File: config.mk
export PLATFORM = sky130hd
export DESIGN_NAME = pcb_port
export DESIGN_NICKNAME = d
export VERILOG_FILES = /design/src/rtl/pcb_pkg.sv /design/src/rtl/pcb_attr_reg.sv /design/src/rtl/pcb_wr_decode.sv /design/src/rtl/pcb_pad_mux.sv /design/src/rtl/pcb_port.sv
export SDC_FILE = /design/constraint.sdc
export NUM_CORES = 1
export LEC_CHECK = 0
export BUFFER_PORTS_ARGS = -buffer_cell sky130_fd_sc_hd__buf_2
export CAP_MARGIN = 10
export CORE_ASPECT_RATIO = 2
export CORE_MARGIN = 3
export CORE_UTILIZATION = 49
export DETAILED_ROUTE_END_ITERATION = 8
export PLACE_DENSITY = 0.9
export SYNTH_ARGS = -nofsm -noshare
export SYNTH_HDL_FRONTEND = slang
export SYNTH_SLANG_ARGS = --single-unit
export TNS_END_PERCENT = 10
File: constraint.sdc
create_clock -name clk -period 1.5 [get_ports clk]
set_input_delay 0.15 -clock clk [delete_from_list [all_inputs] [get_ports clk]]
set_output_delay 0.15 -clock clk [all_outputs]
set_load 0.01 [all_outputs]
File: src/rtl/pcb_pkg.sv
package pcb_pkg;
  localparam int NUM_ATTR = 7;
  localparam int AT_OWN = 0;
  localparam int AT_SELB = 1;
  localparam int AT_OE = 2;
  localparam int AT_DAT = 3;
  localparam int AT_PU = 4;
  localparam int AT_OD = 5;
  localparam int AT_FLT = 6;
  localparam int PAD_LEVEL_WORD = 3 * NUM_ATTR;

  function automatic int set_word(input int k);
    return 3 * k;
  endfunction

  function automatic int clr_word(input int k);
    return 3 * k + 1;
  endfunction

  function automatic int stat_word(input int k);
    return 3 * k + 2;
  endfunction

  // returns {value, enable} seen at one pad
  function automatic logic [1:0] pad_drive(input logic own, input logic selb,
      input logic oe, input logic dat, input logic od,
      input logic ao, input logic ae, input logic bo, input logic be);
    logic v, e;
    if (own) begin
      v = dat; e = oe;
    end else if (selb) begin
      v = bo; e = be;
    end else begin
      v = ao; e = ae;
    end
    if (od) return {1'b0, e & ~v};
    return {v, e};
  endfunction
endpackage

File: src/rtl/pcb_attr_reg.sv
module pcb_attr_reg #(
  parameter int N = 32,
  parameter logic [N-1:0] RST = '0
) (
  input  logic         clk,
  input  logic         rst_n,
  input  logic         set_stb,
  input  logic         clr_stb,
  input  logic [N-1:0] wmask,
  output logic [N-1:0] state
);
  always_ff @(posedge clk or negedge rst_n) begin
    if (!rst_n) state <= RST;
    else if (set_stb) state <= state | wmask;
    else if (clr_stb) state <= state & ~wmask;
  end

  assert_set_R2: assert property (@(posedge clk) disable iff (!rst_n)
    set_stb |=> ((state & $past(wmask)) == $past(wmask)) &&
                ((state & ~$past(wmask)) == ($past(state) & ~$past(wmask))));

  assert_clr_R3: assert property (@(posedge clk) disable iff (!rst_n)
    clr_stb |=> ((state & $past(wmask)) == '0) &&
                ((state & ~$past(wmask)) == ($past(state) & ~$past(wmask))));

  assert_hold_R2: assert property (@(posedge clk) disable iff (!rst_n)
    (!set_stb && !clr_stb) |=> $stable(state));
endmodule

File: src/rtl/pcb_wr_decode.sv
module pcb_wr_decode #(
  parameter int ADDR_W = 5,
  parameter int NA = pcb_pkg::NUM_ATTR
) (
  input  logic              clk,
  input  logic              rst_n,
  input  logic              wr,
  input  logic [ADDR_W-1:0] addr,
  output logic [NA-1:0]     set_stb,
  output logic [NA-1:0]     clr_stb
);
  import pcb_pkg::*;

  for (genvar k = 0; k < NA; k++) begin : g_dec
    assign set_stb[k] = wr && (addr == ADDR_W'(set_word(k)));
    assign clr_stb[k] = wr && (addr == ADDR_W'(clr_word(k)));
  end

  assert_one_strobe_R10: assert property (@(posedge clk) disable iff (!rst_n)
    $onehot0({set_stb, clr_stb}));

  assert_no_strobe_idle_R11: assert property (@(posedge clk) disable iff (!rst_n)
    !wr |-> ({set_stb, clr_stb} == '0));
endmodule

File: src/rtl/pcb_pad_mux.sv
module pcb_pad_mux #(
  parameter int N = 32
) (
  input  logic         clk,
  input  logic         rst_n,
  input  logic [N-1:0] own,
  input  logic [N-1:0] selb,
  input  logic [N-1:0] oe,
  input  logic [N-1:0] dat,
  input  logic [N-1:0] od,
  input  logic [N-1:0] pa_out,
  input  logic [N-1:0] pa_oe,
  input  logic [N-1:0] pb_out,
  input  logic [N-1:0] pb_oe,
  output logic [N-1:0] pad_out,
  output logic [N-1:0] pad_oe
);
  import pcb_pkg::*;

  for (genvar i = 0; i < N; i++) begin : g_pin
    logic [1:0] drv;
    assign drv = pad_drive(own[i], selb[i], oe[i], dat[i], od[i],
                           pa_out[i], pa_oe[i], pb_out[i], pb_oe[i]);
    assign pad_out[i] = drv[1];
    assign pad_oe[i]  = drv[0];
  end

  // open-drain pins never drive a high level
  assert_od_low_R6: assert property (@(posedge clk) disable iff (!rst_n)
    (pad_out & od) == '0);

  assert_gpio_pp_R4: assert property (@(posedge clk) disable iff (!rst_n)
    ((pad_out ^ dat) & own & ~od) == '0 && ((pad_oe ^ oe) & own & ~od) == '0);

  assert_periph_a_R5: assert property (@(posedge clk) disable iff (!rst_n)
    ((pad_oe ^ pa_oe) & ~own & ~selb & ~od) == '0);
endmodule

File: src/rtl/pcb_port.sv
module pcb_port #(
  parameter int N_PINS = 32,
  parameter int ADDR_W = 5
) (
  input  logic              clk,
  input  logic              rst_n,
  input  logic              bus_wr,
  input  logic [ADDR_W-1:0] bus_addr,
  input  logic [N_PINS-1:0] bus_wdata,
  output logic [N_PINS-1:0] bus_rdata,
  input  logic [N_PINS-1:0] pad_in,
  output logic [N_PINS-1:0] pad_out,
  output logic [N_PINS-1:0] pad_oe,
  input  logic [N_PINS-1:0] pa_out,
  input  logic [N_PINS-1:0] pa_oe,
  input  logic [N_PINS-1:0] pb_out,
  input  logic [N_PINS-1:0] pb_oe,
  output logic [N_PINS-1:0] pullup_req,
  output logic [N_PINS-1:0] filt_en
);
  import pcb_pkg::*;
  localparam int NA = NUM_ATTR;
  localparam logic [NA-1:0] ONES_AT_RESET = NA'((1 << AT_OWN) | (1 << AT_PU));

  logic [NA-1:0] set_stb, clr_stb;
  logic [NA-1:0][N_PINS-1:0] stat;

  pcb_wr_decode #(.ADDR_W(ADDR_W), .NA(NA)) u_dec (
    .clk(clk), .rst_n(rst_n), .wr(bus_wr), .addr(bus_addr),
    .set_stb(set_stb), .clr_stb(clr_stb)
  );

  for (genvar k = 0; k < NA; k++) begin : g_attr
    pcb_attr_reg #(.N(N_PINS), .RST({N_PINS{ONES_AT_RESET[k]}})) u_reg (
      .clk(clk), .rst_n(rst_n), .set_stb(set_stb[k]), .clr_stb(clr_stb[k]),
      .wmask(bus_wdata), .state(stat[k])
    );
  end

  pcb_pad_mux #(.N(N_PINS)) u_mux (
    .clk(clk), .rst_n(rst_n),
    .own(stat[AT_OWN]), .selb(stat[AT_SELB]), .oe(stat[AT_OE]),
    .dat(stat[AT_DAT]), .od(stat[AT_OD]),
    .pa_out(pa_out), .pa_oe(pa_oe), .pb_out(pb_out), .pb_oe(pb_oe),
    .pad_out(pad_out), .pad_oe(pad_oe)
  );

  assign pullup_req = stat[AT_PU];
  assign filt_en    = stat[AT_FLT];

  always_comb begin
    bus_rdata = '0;
    if (bus_addr == ADDR_W'(PAD_LEVEL_WORD)) bus_rdata = pad_in;
    for (int k = 0; k < NA; k++)
      if (bus_addr == ADDR_W'(stat_word(k))) bus_rdata = stat[k];
  end

  assert_pad_read_R7: assert property (@(posedge clk) disable iff (!rst_n)
    (bus_addr == ADDR_W'(PAD_LEVEL_WORD)) |-> (bus_rdata == pad_in));

  assert_wo_read_R8: assert property (@(posedge clk) disable iff (!rst_n)
    (bus_addr == ADDR_W'(set_word(AT_OE)) || bus_addr == ADDR_W'(clr_word(AT_OE)))
      |-> (bus_rdata == '0));

  assert_pu_follow_R9: assert property (@(posedge clk) disable iff (!rst_n)
    set_stb[AT_PU] |=> ((pullup_req & $past(bus_wdata)) == $past(bus_wdata)));
endmodule

After elaboration in Yosys (flattened, before gate mapping)
Index checks and enable logic that the tools add are counted.
{"block": "word_totals", "n_memories": 0, "out_inout_bits": 160, "ram_bits": 0, "latchBits": 0, "register_bits": 224, "rom_bits": 0, "inputBits": 200}
{"block": "op_classes", "bitwise_logic": 79, "addsub": 0, "mul": 0, "shifts": 0, "n_mux": 246, "magnitude_cmp": 0, "reduce_logical": 22, "n_div": 0, "eq_ne": 21}
{"operator": "2-to-1 mux 32 bit", "count": 22}
{"operator": "bitwise AND 32 bit", "count": 7}
{"operator": "OR 32 bit", "count": 7}
{"operator": "2-to-1 mux 1 bit", "count": 160}
{"operator": "2-to-1 mux 2 bit", "count": 64}
{"operator": "equality test 5 x 4 -> 1 bit (second input constant)", "count": 8}
{"operator": "bitwise AND 1 bit", "count": 32}
{"operator": "inverter 1 bit", "count": 32}
{"operator": "inverter 32 bit", "count": 1}
{"operator": "equality test 5 bit (second input constant)", "count": 6}
{"operator": "equality test 5 x 3 -> 1 bit (second input constant)", "count": 4}
{"operator": "logical AND 1 bit", "count": 14}
{"operator": "nonzero test 2 bit", "count": 7}
{"operator": "equality test 5 x 2 -> 1 bit (second input constant)", "count": 2}
{"operator": "equality test 5 x 1 -> 1 bit (second input constant)", "count": 1}
{"operator": "zero test 5 bit", "count": 1}

Depth between registers and ports, before layout
{"block": "logic_depth", "word_depth": 9, "depth_mapped": 7, "ltp_nobuf": 4}

Hierarchy
A second synthesis with hierarchy kept.
{"block": "hier_totals", "cells_unflattened": 1338, "area_unflattened_um2": 13486.7}
{"module": "pcb_attr_reg (g_attr[1].u_reg ...)", "n_inst": 5, "seq_area_each_um2": 800.8, "cells_each": 102, "area_per_inst_um2": 1249.9}
{"module": "pcb_port", "n_inst": 1, "seq_area_each_um2": 0.0, "cells_each": 378, "area_per_inst_um2": 2681.3}
{"module": "pcb_attr_reg (g_attr[0].u_reg ...)", "n_inst": 2, "seq_area_each_um2": 840.8, "cells_each": 102, "area_per_inst_um2": 1290.0}
{"module": "pcb_pad_mux", "n_inst": 1, "seq_area_each_um2": 0.0, "cells_each": 224, "area_per_inst_um2": 1841.8}
{"module": "pcb_wr_decode", "n_inst": 1, "seq_area_each_um2": 0.0, "cells_each": 22, "area_per_inst_um2": 133.9}

Least setup slack after synthesis
OpenSTA, ideal clock, no wires.
{"block": "synth_timing", "kind": "in2out", "startpoint": "input port bus_addr[1]", "endpoint": "output port bus_rdata[10]", "path_buffers": 3, "cell_stages": 7, "setup_slack_ps": -97, "arrival_time_ps": 1447, "cell_sequence": "buf_4 > buf_2 > nor2_1 > clkbuf_1 > a21oi_1 > o32a_1 > o211ai_1"}
{"block": "synth_via", "elab_chain_len": 9, "elab_cells_between_ends": 16, "classes_between": "8 x eq/ne; 8 x mux"}
{"element": "from (decl)", "line": "pcb_port.sv:8", "source": "input logic [ADDR_W-1:0] bus_addr,"}
{"element": "equality test 5 bit", "line": "pcb_port.sv:53", "source": "if (bus_addr == ADDR_W'(PAD_LEVEL_WORD)) bus_rdata = pad_in;"}
{"element": "2-to-1 mux 32 bit", "line": "pcb_port.sv:53"}
{"element": "2-to-1 mux 32 bit (6 in series)", "line": "pcb_port.sv:55", "source": "if (bus_addr == ADDR_W'(stat_word(k))) bus_rdata = stat[k];"}
{"element": "2-to-1 mux 32 bit (*)", "line": "pcb_port.sv:55"}
{"element": "to (decl)", "line": "pcb_port.sv:10", "source": "output logic [N_PINS-1:0] bus_rdata,"}
Every way passes the cells marked *; elsewhere a longest branch is shown, timed or not.

==> results.sh <==
export IMPL_status="finished with violations"
export IMPL_violations="negative setup slack"
export IMPL_grt_pass1_vias=15900
export IMPL_grt_pass1_wl_um=86400
export IMPL_slew_violations=0
export IMPL_htreeDepth=1
export IMPL_core_um2=27000
export IMPL_leakage_uw=0.00879
export IMPL_num_nets_final=2106
export IMPL_cts_made_buffers=22
export IMPL_p_seq_frac=0.410
export IMPL_num_io_pins=360
export IMPL_drive_above_1_share=0.413
export IMPL_dpl_instance_area_um2=16900
export IMPL_swShare=0.340
export IMPL_yosys_top_cells_area="dfrtp_1 (30%), dfstp_2 (12%), a22o_1 (10%)"
export IMPL_min_period_ps=2120
export IMPL_cap_violations=0
export IMPL_cts_buffer_depth=3
export IMPL_start_kind="flip-flop"
export IMPL_holdCritStartpoint="bus_wdata[23]"
export IMPL_worst_pin_slew_ps=454
export IMPL_avgSynthCellArea_um2=9.18
export IMPL_worstPathRequired_ps=1350
export IMPL_finalCritPeriodShare=1.41
export IMPL_cp_arrival_ps=1970
export IMPL_path_cells="a32oi_1, o32a_1, o211ai_1, buf_2"
export IMPL_cts_sinks=224
export IMPL_track_usage=0.377
export IMPL_max_slew_margin=0.697
export IMPL_synth_top_area_share=0.298
export IMPL_dieHeight_um=240
export IMPL_switching_power_uw=7470
export IMPL_setup_viol=96
export IMPL_r2r_cells=3
export IMPL_drt_pre_antenna_iters=6
export IMPL_hold_viol=0
export IMPL_rrSetupSlack_ps=540
export IMPL_vias=15200
export IMPL_drtAntennaViolNets=0
export IMPL_ys_types=49
export IMPL_port_buffers=359
export IMPL_hold_depth=3
export IMPL_combPwrFrac=0.301
export IMPL_async_flop_share=1.00
export IMPL_synth_cells=1466
export IMPL_cts_root_buffer="clkbuf_16"
export IMPL_place_congestion=1.02
export IMPL_ys_ff_latch=224
export IMPL_yosys_area_top_type="dfrtp_1"
export IMPL_worst_path_max_fanout=2
export IMPL_critPathKind="reg -> out"
export IMPL_grt_overflow=0
export IMPL_wl_per_cell_um=25.3
export IMPL_antenna_found_initial=6
export IMPL_area_delta_synth_final_pct=39.7
export IMPL_cpMaxStageDelayCell="dfstp_2"
export IMPL_start_util=0.498
export IMPL_clk_latency_ps=530
export IMPL_via_per_inst=6.71
export IMPL_synth_edf_count=0
export IMPL_dieArea_um2=29600
export IMPL_fp_dieW_um=123
export IMPL_finClkSkew_ps=0
export IMPL_synth_main_ff_cell="dfrtp_1"
export IMPL_irDropWorstVdd_v=0.000919
export IMPL_endpoint_kind="output pin"
export IMPL_fin_ws_ps=-622
export IMPL_hold_class="in -> reg"
export IMPL_critical_path_max_stage_delay_ps=540
export IMPL_rows=85
export IMPL_seq_area_frac_synth=0.423
export IMPL_p_per_area_nw_per_um2=1170
export IMPL_crit_buf_inv=1
export IMPL_syn_nets=1666
export IMPL_wl_um=57600
export IMPL_rsz0062_at_grt="true"
export IMPL_dp_final_hpwl_um=39500
export IMPL_p_int_uw=14500
export IMPL_clk_pin_slew_ps=60
export IMPL_drc=0
export IMPL_final_area_um2=18800
export IMPL_path_delay_family="compound AO/OA/AOI/OAI gates"
export IMPL_first_iter_violations=2016
export IMPL_max_freq_ghz=0.471
export IMPL_ys_warn_count=0
export IMPL_syn_area_um2=13500
export IMPL_cts_tree="done"
export IMPL_clkPwrFrac=0.289
export IMPL_grt_max_degree=53
export IMPL_finalSetupTns_ps=-37180
cells by family after synthesis:
kind of cell              synth area share
AOI/OAI and AO/OA                    0.277
DFF                                  0.423
muxes                               0.0714
xor gates and xnor gates          0.000651
and+or+nand+nor                      0.165
buffers and inverters               0.0631
worst max-delay path by stage:
| stage | slack [ps] | end | startpoint | depth (start not counted) |
|---|---|---|---|---|
| floorplan | -30 | bus_rdata[22] | bus_addr[4] | 6 |
| finish | -620 | bus_rdata[29] | flip-flop | 4 |
| global placement | -430 | bus_rdata[20] | bus_addr[4] | 8 |
| CTS | -590 | bus_rdata[31] | flip-flop | 5 |
| detailed placement | -480 | bus_rdata[20] | bus_addr[4] | 8 |
| global route | -680 | bus_rdata[31] | flip-flop | 5 |
cells in the final DEF, fill, tap and decap left out, drive strengths merged, types with 2 or more instances in the layout:
cell and count:
a211oi 32, a21oi 31, a221oi 32, a22o 161
a22oi 32, a32o 2, a32oi 30, and2 2
buf 523, bufinv 6, clkbuf 25, clkinv 5
clkinvlp 3, dfrtp 160, dfstp 64, diode 3
dlygate4sd3 29, inv 67, mux2i 96, nand2 291
nand2b 39, nand3b 2, nand4bb 2, nor2 10
nor2b 66, nor3 38, nor3b 3, nor4 2
o211ai 30, o21a 29, o21ai 67, o32a 30
or2 2
final cells by class:
class	instances	area [um2]
clock inverter	15	248
inverter	66	248
clock buffer	25	562
antenna	3	7.51
tap	348	435
fill	1907	8220
multi-input combinational	1040	7600
timing repair buffer	552	3980
sequential	224	5720
worst register-to-register path, cell delays in order (launching register included):
cell and delay (ps):
dfstp_2 540, buf_4 110, buf_6 120, a22o_1 140
power groups by stage:
| stage | Clock [uW] | Sequential [uW] | Combinational [uW] |
|---|---|---|---|
| 6_report | 6340 | 9020 | 6610 |
| 5_1_grt | 6580 | 9130 | 7020 |
| 4_1_cts | 6370 | 8870 | 6250 |
| 3_5_place_dp | 0 | 8860 | 5580 |
| 3_3_place_gp | 0 | 8800 | 5380 |
| 2_1_floorplan | 0 | 8660 | 2860 |
through the flow:
stage	setup slack (ps)	cells	utilization	power (uW)	hold WS (ps)
global route	-677	2273	0.696	22700	33.6
detailed placement	-480	2194	0.626	14400	103
CTS	-595	2268	0.687	21500	1.52
finish	-622	2273	0.696	22000	14.3
global placement	-428	2194	0.626	14200	97.0
floorplan	-31.3	1466	-	11500	-146
cell usage after synthesis, drive strengths merged (38+ instances only):
cell,n
o21ai,67
buf,59
a22o,161
clkbuf,77
dfstp,64
nand2,291
nand2b,39
mux2i,96
inv,66
nor2b,66
nor3,38
dfrtp,160
routing by layer:
metal,share of wire,routed length (um),track usage
met5,0.00082,47,0.00521
met1,0.32,18300,0.421
met4,0.095,5470,0.293
met2,0.48,27800,0.616
met3,0.10,5950,0.0744
repair_timing:
item / in CTS / in global routing
setup buffers: 5 / 2
resized for setup: 176 / 49
endpoints found under the hold margin: 230 / 0
hold buffers: 29 / 0
pin swaps: 39 / 4
setup endpoints to repair: 96 / 96
(Power assumes the default switching activity.)
